**config.mk**
```make
export PLATFORM = sky130hd
export DESIGN_NAME = raster_fetch_seq
export DESIGN_NICKNAME = d
export VERILOG_FILES = /design/src/rtl/raster_pkg.sv /design/src/rtl/scan_counters.sv /design/src/rtl/fetch_addr_gen.sv /design/src/rtl/float_bus_latch.sv /design/src/rtl/raster_fetch_seq.sv
export SDC_FILE = /design/constraint.sdc
export NUM_CORES = 1
export LEC_CHECK = 0
export BUFFER_PORTS_ARGS = -buffer_cell sky130_fd_sc_hd__buf_2
export CAP_MARGIN = 15
export CORE_MARGIN = 10
export CORE_UTILIZATION = 38
export DETAILED_ROUTE_END_ITERATION = 8
export PLACE_DENSITY = 0.72
export RECOVER_POWER = 50
export SLEW_MARGIN = 20
export SYNTH_ARGS = -nofsm -noshare
export SYNTH_HDL_FRONTEND = slang
export SYNTH_SLANG_ARGS = --single-unit
export TNS_END_PERCENT = 50
```
**constraint.sdc**
```tcl
create_clock -name clk -period 3.1 [get_ports clk]
set_input_delay 0.93 -clock clk [delete_from_list [all_inputs] [get_ports clk]]
set_output_delay 0.93 -clock clk [all_outputs]
set_load 0.03 [all_outputs]
```
**src/rtl/raster_pkg.sv**
```systemverilog
package raster_pkg;

    parameter int LINE_CYCLES   = 65;
    parameter int BLANK_CYCLES  = 25;
    parameter int FRAME_LINES   = 262;
    parameter int ACTIVE_LINES  = 192;
    parameter int OCTET_LOG2    = 3;
    parameter int SLOT_BITS     = 6;   // 64 fetched bytes per line
    parameter int LINE_SEL_BITS = 6;   // 64 line slots in the page
    parameter int STRIDE_LOG2   = 7;   // 128-byte line slots
    parameter int AW            = 16;
    parameter int DW            = 8;
    parameter int HW            = $clog2(LINE_CYCLES);
    parameter int VW            = $clog2(FRAME_LINES);
    parameter logic [AW-1:0] PAGE_BASE  = 16'h2000;
    parameter logic [AW-1:0] STREAM_OFS = 16'h0038;

    typedef struct packed {
        logic [VW-1:0] v;
        logic [HW-1:0] h;
    } scan_pos_t;

    typedef enum logic {
        PH_BLANK   = 1'b0,
        PH_VISIBLE = 1'b1
    } phase_e;

    // Index of the fetched byte within the line; cycle 0 repeats byte 0.
    function automatic logic [SLOT_BITS-1:0] byte_slot(input logic [HW-1:0] h);
        return (h == '0) ? '0 : SLOT_BITS'(h - HW'(1));
    endfunction

endpackage

```
**src/rtl/scan_counters.sv**
```systemverilog
module scan_counters
    import raster_pkg::*;
#(
    parameter int H_CYCLES = LINE_CYCLES,
    parameter int V_LINES  = FRAME_LINES
) (
    input  logic      clk,
    input  logic      rst,
    output scan_pos_t pos
);
    localparam logic [HW-1:0] H_LAST = HW'(H_CYCLES - 1);
    localparam logic [VW-1:0] V_LAST = VW'(V_LINES - 1);

    scan_pos_t pos_q;

    always_ff @(posedge clk) begin
        if (rst) begin
            pos_q <= '0;
        end else if (pos_q.h == H_LAST) begin
            pos_q.h <= '0;
            pos_q.v <= (pos_q.v == V_LAST) ? '0 : pos_q.v + VW'(1);
        end else begin
            pos_q.h <= pos_q.h + HW'(1);
        end
    end

    assign pos = pos_q;
endmodule

```
**src/rtl/fetch_addr_gen.sv**
```systemverilog
module fetch_addr_gen
    import raster_pkg::*;
#(
    parameter int BLANK_LEN  = BLANK_CYCLES,
    parameter int ACTIVE_LEN = ACTIVE_LINES
) (
    input  scan_pos_t     pos,
    output logic [AW-1:0] fetch_addr,
    output logic [2:0]    octet,
    output logic          visible
);
    localparam logic [HW-1:0] VIS_START = HW'(BLANK_LEN);
    localparam logic [VW-1:0] ACT_END   = VW'(ACTIVE_LEN);

    logic [SLOT_BITS-1:0]     slot;
    logic [LINE_SEL_BITS-1:0] line_sel;
    logic [AW-1:0]            line_base;
    phase_e                   phase;

    always_comb begin
        slot       = byte_slot(pos.h);
        line_sel   = pos.v[LINE_SEL_BITS-1:0];
        line_base  = PAGE_BASE + (AW'(line_sel) << STRIDE_LOG2);
        fetch_addr = line_base + STREAM_OFS + AW'(slot);
        octet      = slot[SLOT_BITS-1 -: 3];
        phase      = (pos.h >= VIS_START) ? PH_VISIBLE : PH_BLANK;
        visible    = (phase == PH_VISIBLE) && (pos.v < ACT_END);
    end
endmodule

```
**src/rtl/float_bus_latch.sv**
```systemverilog
module float_bus_latch
    import raster_pkg::*;
(
    input  logic          clk,
    input  logic          rst,
    input  logic [DW-1:0] bus_in,
    input  logic          rd,
    output logic [DW-1:0] rd_data
);
    logic [DW-1:0] held_q;

    always_ff @(posedge clk) begin
        if (rst) held_q <= '0;
        else     held_q <= bus_in;
    end

    assign rd_data = rd ? held_q : '0;
endmodule

```
**src/rtl/raster_fetch_seq.sv**
```systemverilog
module raster_fetch_seq
    import raster_pkg::*;
(
    input  logic          clk,
    input  logic          rst,
    input  logic [7:0]    mem_rdata,
    input  logic          io_rd,
    output logic [15:0]   fetch_addr,
    output logic          visible,
    output logic [2:0]    octet,
    output logic [6:0]    hpos,
    output logic [8:0]    vpos,
    output logic [7:0]    io_rdata
);
    scan_pos_t pos;

    scan_counters #(
        .H_CYCLES(LINE_CYCLES),
        .V_LINES (FRAME_LINES)
    ) u_cnt (
        .clk(clk),
        .rst(rst),
        .pos(pos)
    );

    fetch_addr_gen #(
        .BLANK_LEN (BLANK_CYCLES),
        .ACTIVE_LEN(ACTIVE_LINES)
    ) u_addr (
        .pos       (pos),
        .fetch_addr(fetch_addr),
        .octet     (octet),
        .visible   (visible)
    );

    float_bus_latch u_float (
        .clk    (clk),
        .rst    (rst),
        .bus_in (mem_rdata),
        .rd     (io_rd),
        .rd_data(io_rdata)
    );

    assign hpos = pos.h;
    assign vpos = pos.v;
endmodule

```
[Yosys cells after proc, flatten, opt, wreduce, memory -nomap -nowiden]
Index checks and enable logic that the tools add are counted.
Cells by class
  $add $sub $neg: 6
  order comparisons: 2
  equality and inequality tests: 2
  multiplexer cells: 4
  reductions and logical operators: 3
Operator list (number)
  $add A16 B6 Y16: 1
  $add A16 B6 Y16 const B: 1
  $add A14 B13 Y15 const A: 1
  $add A9 B1 Y9 const B: 1
  $eq A9 B9 Y1 const B: 1
  $lt A9 B8 Y1 const B: 1
  $mux W9: 1
  $mux W8: 1
  $add A7 B1 Y7 const B: 1
  $eq A7 B7 Y1 const B: 1
  $ge A7 B5 Y1 const B: 1
  $logic_not A7 Y1: 1
  $mux W6: 1
  $sub A6 B1 Y6 const B: 1
  $reduce_or A2 Y1: 1
  $logic_and A1 B1 Y1: 1
  $mux W1: 1
Storage, ports and cells
  bits in registers: 24
  input bits: 11
  output and inout port bits: 44
  logic and storage cells: 20

[Depth between registers and ports, before layout]
  depth in word-level cells: 3
  depth in mapped cells: 8

[Hierarchy]
A second synthesis with hierarchy kept.
Second synthesis, totals
  cell total of the unflattened synthesis: 167
  area, all modules: 1473.9 um^2
Modules (own cells, without submodules)
  scan_counters: times used 1, cells each 88, area each 817.0 um^2, sequential area each 320.3 um^2
  fetch_addr_gen: times used 1, cells each 55, area each 396.6 um^2, sequential area each 0.0 um^2
  float_bus_latch: times used 1, cells each 24, area each 260.2 um^2, sequential area each 160.2 um^2

[Least setup slack after synthesis]
No wires, ideal clock.
  kind: reg2out
  start: reg u_cnt.pos_q, in the netlist u_cnt.pos[0]
  end: out fetch_addr[5]
  arrival: 2.536 ns
  setup slack: -0.366 ns
  stages on the path, launching flop included: 9
  cells stage by stage: dfxtp_1 > inv_1 > ha_1 > or4b_4 > nor2_4 > nor2_2 > inv_1 > ha_1 > xor2_1
On the way
  cells in the longest elaborated chain, start to end: 3
  elaborated cells between the ends (all ways): 4
Ends and longest elaborated chain
  start, declared: line scan_counters.sv:14  | scan_pos_t pos_q;
  $sub A6 B1 Y6 / $logic_not A7 Y1 (equally long branches): line raster_pkg.sv:30  | return (h == '0) ? '0 : SLOT_BITS'(h - HW'(1));
  $mux W6 *: line raster_pkg.sv:30
  via octet[0]: line raster_fetch_seq.sv:10  | output logic [2:0] octet,
  $add A16 B6 Y16 *: line fetch_addr_gen.sv:24  | fetch_addr = line_base + STREAM_OFS + AW'(slot);
  end, declared: line raster_fetch_seq.sv:8  | output logic [15:0] fetch_addr,
The timed path passes the listed nets; every way through them passes the cells marked *.

[Final worst setup path]
  start: reg u_cnt.pos_q, in the netlist u_cnt.pos[1]
  end: out fetch_addr[6]
On the way
  cells in the longest elaborated chain, start to end: 3
  elaborated cells between the ends (all ways): 4
Ends and longest elaborated chain (line)
  $sub A6 B1 Y6 / $logic_not A7 Y1 (equally long branches): raster_pkg.sv:30
  $mux W6 *: raster_pkg.sv:30
  $add A16 B6 Y16 *: fetch_addr_gen.sv:24
Every way passes the cells marked *; elsewhere a longest branch is shown, timed or not.

==> flow_metrics.env <==
export IMPL_clock_latency_ns=0.31
export IMPL_crit_arrival_ns=2.14
export IMPL_crit_slowest_cell="or4b_4"
export IMPL_design_portCount=55
export IMPL_cts_buffers=3
export IMPL_path_class="reg -> out"
export IMPL_clkSlewWorstSetupHoldPaths_ns=0.13
export IMPL_synthAdderAreaFrac_pct=6.62
export IMPL_avgSynthCellArea_um2=8.88
export IMPL_synth_edf_count=0
export IMPL_use_met1_pct=11.7
export IMPL_worstPathCellList="inv_4 > ha_4 > or4b_4 > nor2_4 > nor2_4 > or3_1 > buf_6"
export IMPL_synth_top_family_by_area="simple AND/OR/NAND/NOR gates"
export IMPL_synth_compound_area_share_pct=4.16
export IMPL_io_buffer_count=51
export IMPL_final_core_util_pct=51.1
export IMPL_syn_to_final_growth_pct=29.9
export IMPL_n_fill_cell=357
export IMPL_crit_path_frequent_cell="nor2_4"
export IMPL_track_usage_pct=10.8
export IMPL_syn_cell_area_mm2=0.00132
export IMPL_ys_warn_count=0
export IMPL_dieArea_mm2=0.00624
export IMPL_synthArstFlopShare_pct=0
export IMPL_drive_above_1_share_pct=33.8
export IMPL_ys_ff_latch=24
export IMPL_antenna_found_initial=0
export IMPL_globalplace_congestion=0.776
export IMPL_met2_usage_pct=19.7
export IMPL_synth_xor_area_share_pct=9.92
export IMPL_dpl_hpwl_mm=2.66
export IMPL_rsz0062_at_grt="true"
export IMPL_die_w_um=79.0
export IMPL_htree_levels=1
export IMPL_synth_top_flop_cell="dfxtp_1"
export IMPL_relSlewSlack_pct=63.3
export IMPL_vias=1141
export IMPL_grt_overflow=0
export IMPL_grt_max_degree=15
export IMPL_setup_viol=0
export IMPL_skew_ns=0.00225
export IMPL_layoutNonFillerInstCount=244
export IMPL_wl_per_cell_um=13.9
export IMPL_synth_cell_types=39
export IMPL_synth_area_mux_share_pct=0
export IMPL_finalWirelength_mm=3.40
export IMPL_cellPowerDensity_mw_per_mm2=468
export IMPL_coreArea_mm2=0.00336
export IMPL_dp_cells=236
export IMPL_reg2reg_setup_slack_ns=1.06
export IMPL_maxCapViolations=0
export IMPL_drc=0
export IMPL_cts_tree="yes"
export IMPL_clock_path_buffers=2
export IMPL_crit_path_max_incr_delay_ns=0.50
export IMPL_grt_use_met3_pct=3.15
export IMPL_crit_required_ns=2.17
export IMPL_postRouteAntennaNets=0
export IMPL_ir_drop_mv=0.219
export IMPL_yosys_area_share_simple_pct=32.9
export IMPL_die_y_um=79.0
export IMPL_fin_crit_sh_pct=99.0
export IMPL_worstSetupStartpointType="flip-flop"
export IMPL_report_final_slew_viol_count=0
export IMPL_min_path_type="reg -> reg"
export IMPL_top_usage_layer="met2"
export IMPL_cts_sinks=24
export IMPL_endpoint_kind="primary output"
export IMPL_p_leak_nw=0.756
export IMPL_viasPerCell=4.68
export IMPL_netlist_instances=149
export IMPL_path_max_fanout=3
export IMPL_drt_iter0_drc=53
export IMPL_cts_root_buf="clkbuf_4"
export IMPL_firstDrtPassIters=4
export IMPL_final_net_count=217
export IMPL_fp_row_count=21
export IMPL_grt_first_pass_wirelength_mm=5.61
export IMPL_yosysSeqAreaShare_pct=36.3
export IMPL_fmax_mhz=326
export IMPL_holdBufCountCts=0
export IMPL_hold_viol_final=0
export IMPL_hold_ws_ns=0.542
export IMPL_grt_pass1_vias=1195
export IMPL_fin_crit_ns=3.07
export IMPL_antenna_cells=0
export IMPL_tightest_slew_ns=0.547
export IMPL_start_util_pct=39.4
export IMPL_status="completed"
metal layers:
metal	vias to the layer above	part of all wire, %	routed length (um)
li1	577	-	-
met1	538	42	1450
met2	24	53	1790
met3	2	4.4	151
met4	0	0.41	14
met5	-	0	0
power by group:
part | switching, mW | internal (mW)
combinational | 0.159 | 0.0983
sequential | 0.00491 | 0.317
clock | 0.0954 | 0.131
total | 0.259 | 0.546
worst max-delay path, delay by kind of cell, from the launching register on:
family	cells	cell delay, ns
flops	1	0.38
buf+inv	2	0.22
simple gates	4	1.11
fa+ha+maj	1	0.12
cells by family (layout without fill, tap and decap cells):
kind of cell             Yosys count  in the layout
AND/OR/NAND/NOR                   73             73
flip-flops                        24             24
buffers and inverters             20             68
XOR/XNOR                          15             15
AO/OA/AOI/OAI                      8              8
adder cells (fa/ha/maj)            7              7
other                              2              3
flip-flops by register name, summed over array words and instances (netlist names):
signal	cells
u_cnt.pos	16
u_float.held_q	8
synth_stat cells (2+ instances only):
| library cell | instances | share of area (%) |
|---|---|---|
| nand3_1 | 5 | 1.9 |
| or3_1 | 3 | 1.4 |
| buf_4 | 9 | 5.1 |
| nor2_1 | 19 | 5.4 |
| and2_1 | 11 | 5.2 |
| and4_1 | 2 | 1.3 |
| buf_2 | 2 | 0.76 |
| inv_1 | 6 | 1.7 |
| nand2_1 | 3 | 0.85 |
| ha_1 | 7 | 6.6 |
| nor3b_1 | 2 | 1.1 |
| dfxtp_1 | 24 | 36 |
| xnor2_1 | 4 | 2.6 |
| xor2_1 | 11 | 7.3 |
| buf_6 | 2 | 1.7 |
| nand2b_1 | 2 | 0.95 |
| a21oi_1 | 2 | 0.76 |
| conb_1 | 2 | 0.57 |
| nor2b_1 | 8 | 3.8 |
| nand4_1 | 6 | 2.8 |
final timing paths:
check                                    from             to  cells past startpoint
worst max-delay path             u_cnt.pos[1]  fetch_addr[6]                      7
worst min-delay path            u_cnt.pos[15]  u_cnt.pos[15]                      2
worst max register to register   u_cnt.pos[7]  u_cnt.pos[12]                      5
worst min register to register  u_cnt.pos[15]  u_cnt.pos[15]                      2
cell usage in the layout, fill, tap and decap left out, types with 6 or more instances in the layout:
master / n
nand4_1: 6
buf_4: 8
nor2b_1: 8
nor2_1: 18
buf_2: 33
xor2_1: 10
dfxtp_1: 22
clkbuf_1: 15
and2_1: 11
final cells by class:
class	count	area [um2]	share of cell area (%)
clock buffers	3	22.5	1.31
multi-input cells	106	790	45.9
inverters	6	27.5	1.60
repair buffers	58	304	17.7
clock inverters	1	30.0	1.75
well taps	46	57.6	3.35
flip-flops and latches	24	488	28.4
through the flow:
step	instance area [um2]	setup TNS (ns)	setup WS (ns)	power, mW
finish	1720	0	0.0310	0.805
global route	1720	-0.0764	-0.0406	0.842
CTS	1730	0	0.00316	0.811
detailed placement	1590	0	0.152	0.548
global placement	1590	0	0.241	0.544
floorplan	1350	0	0.0332	0.493
timing repair:
action,CTS,global route
setup endpoints to repair,3,3
pin swaps,4,4
buffers inserted,3,1
resized for setup,19,2
Power figures use the tool's default switching activity.
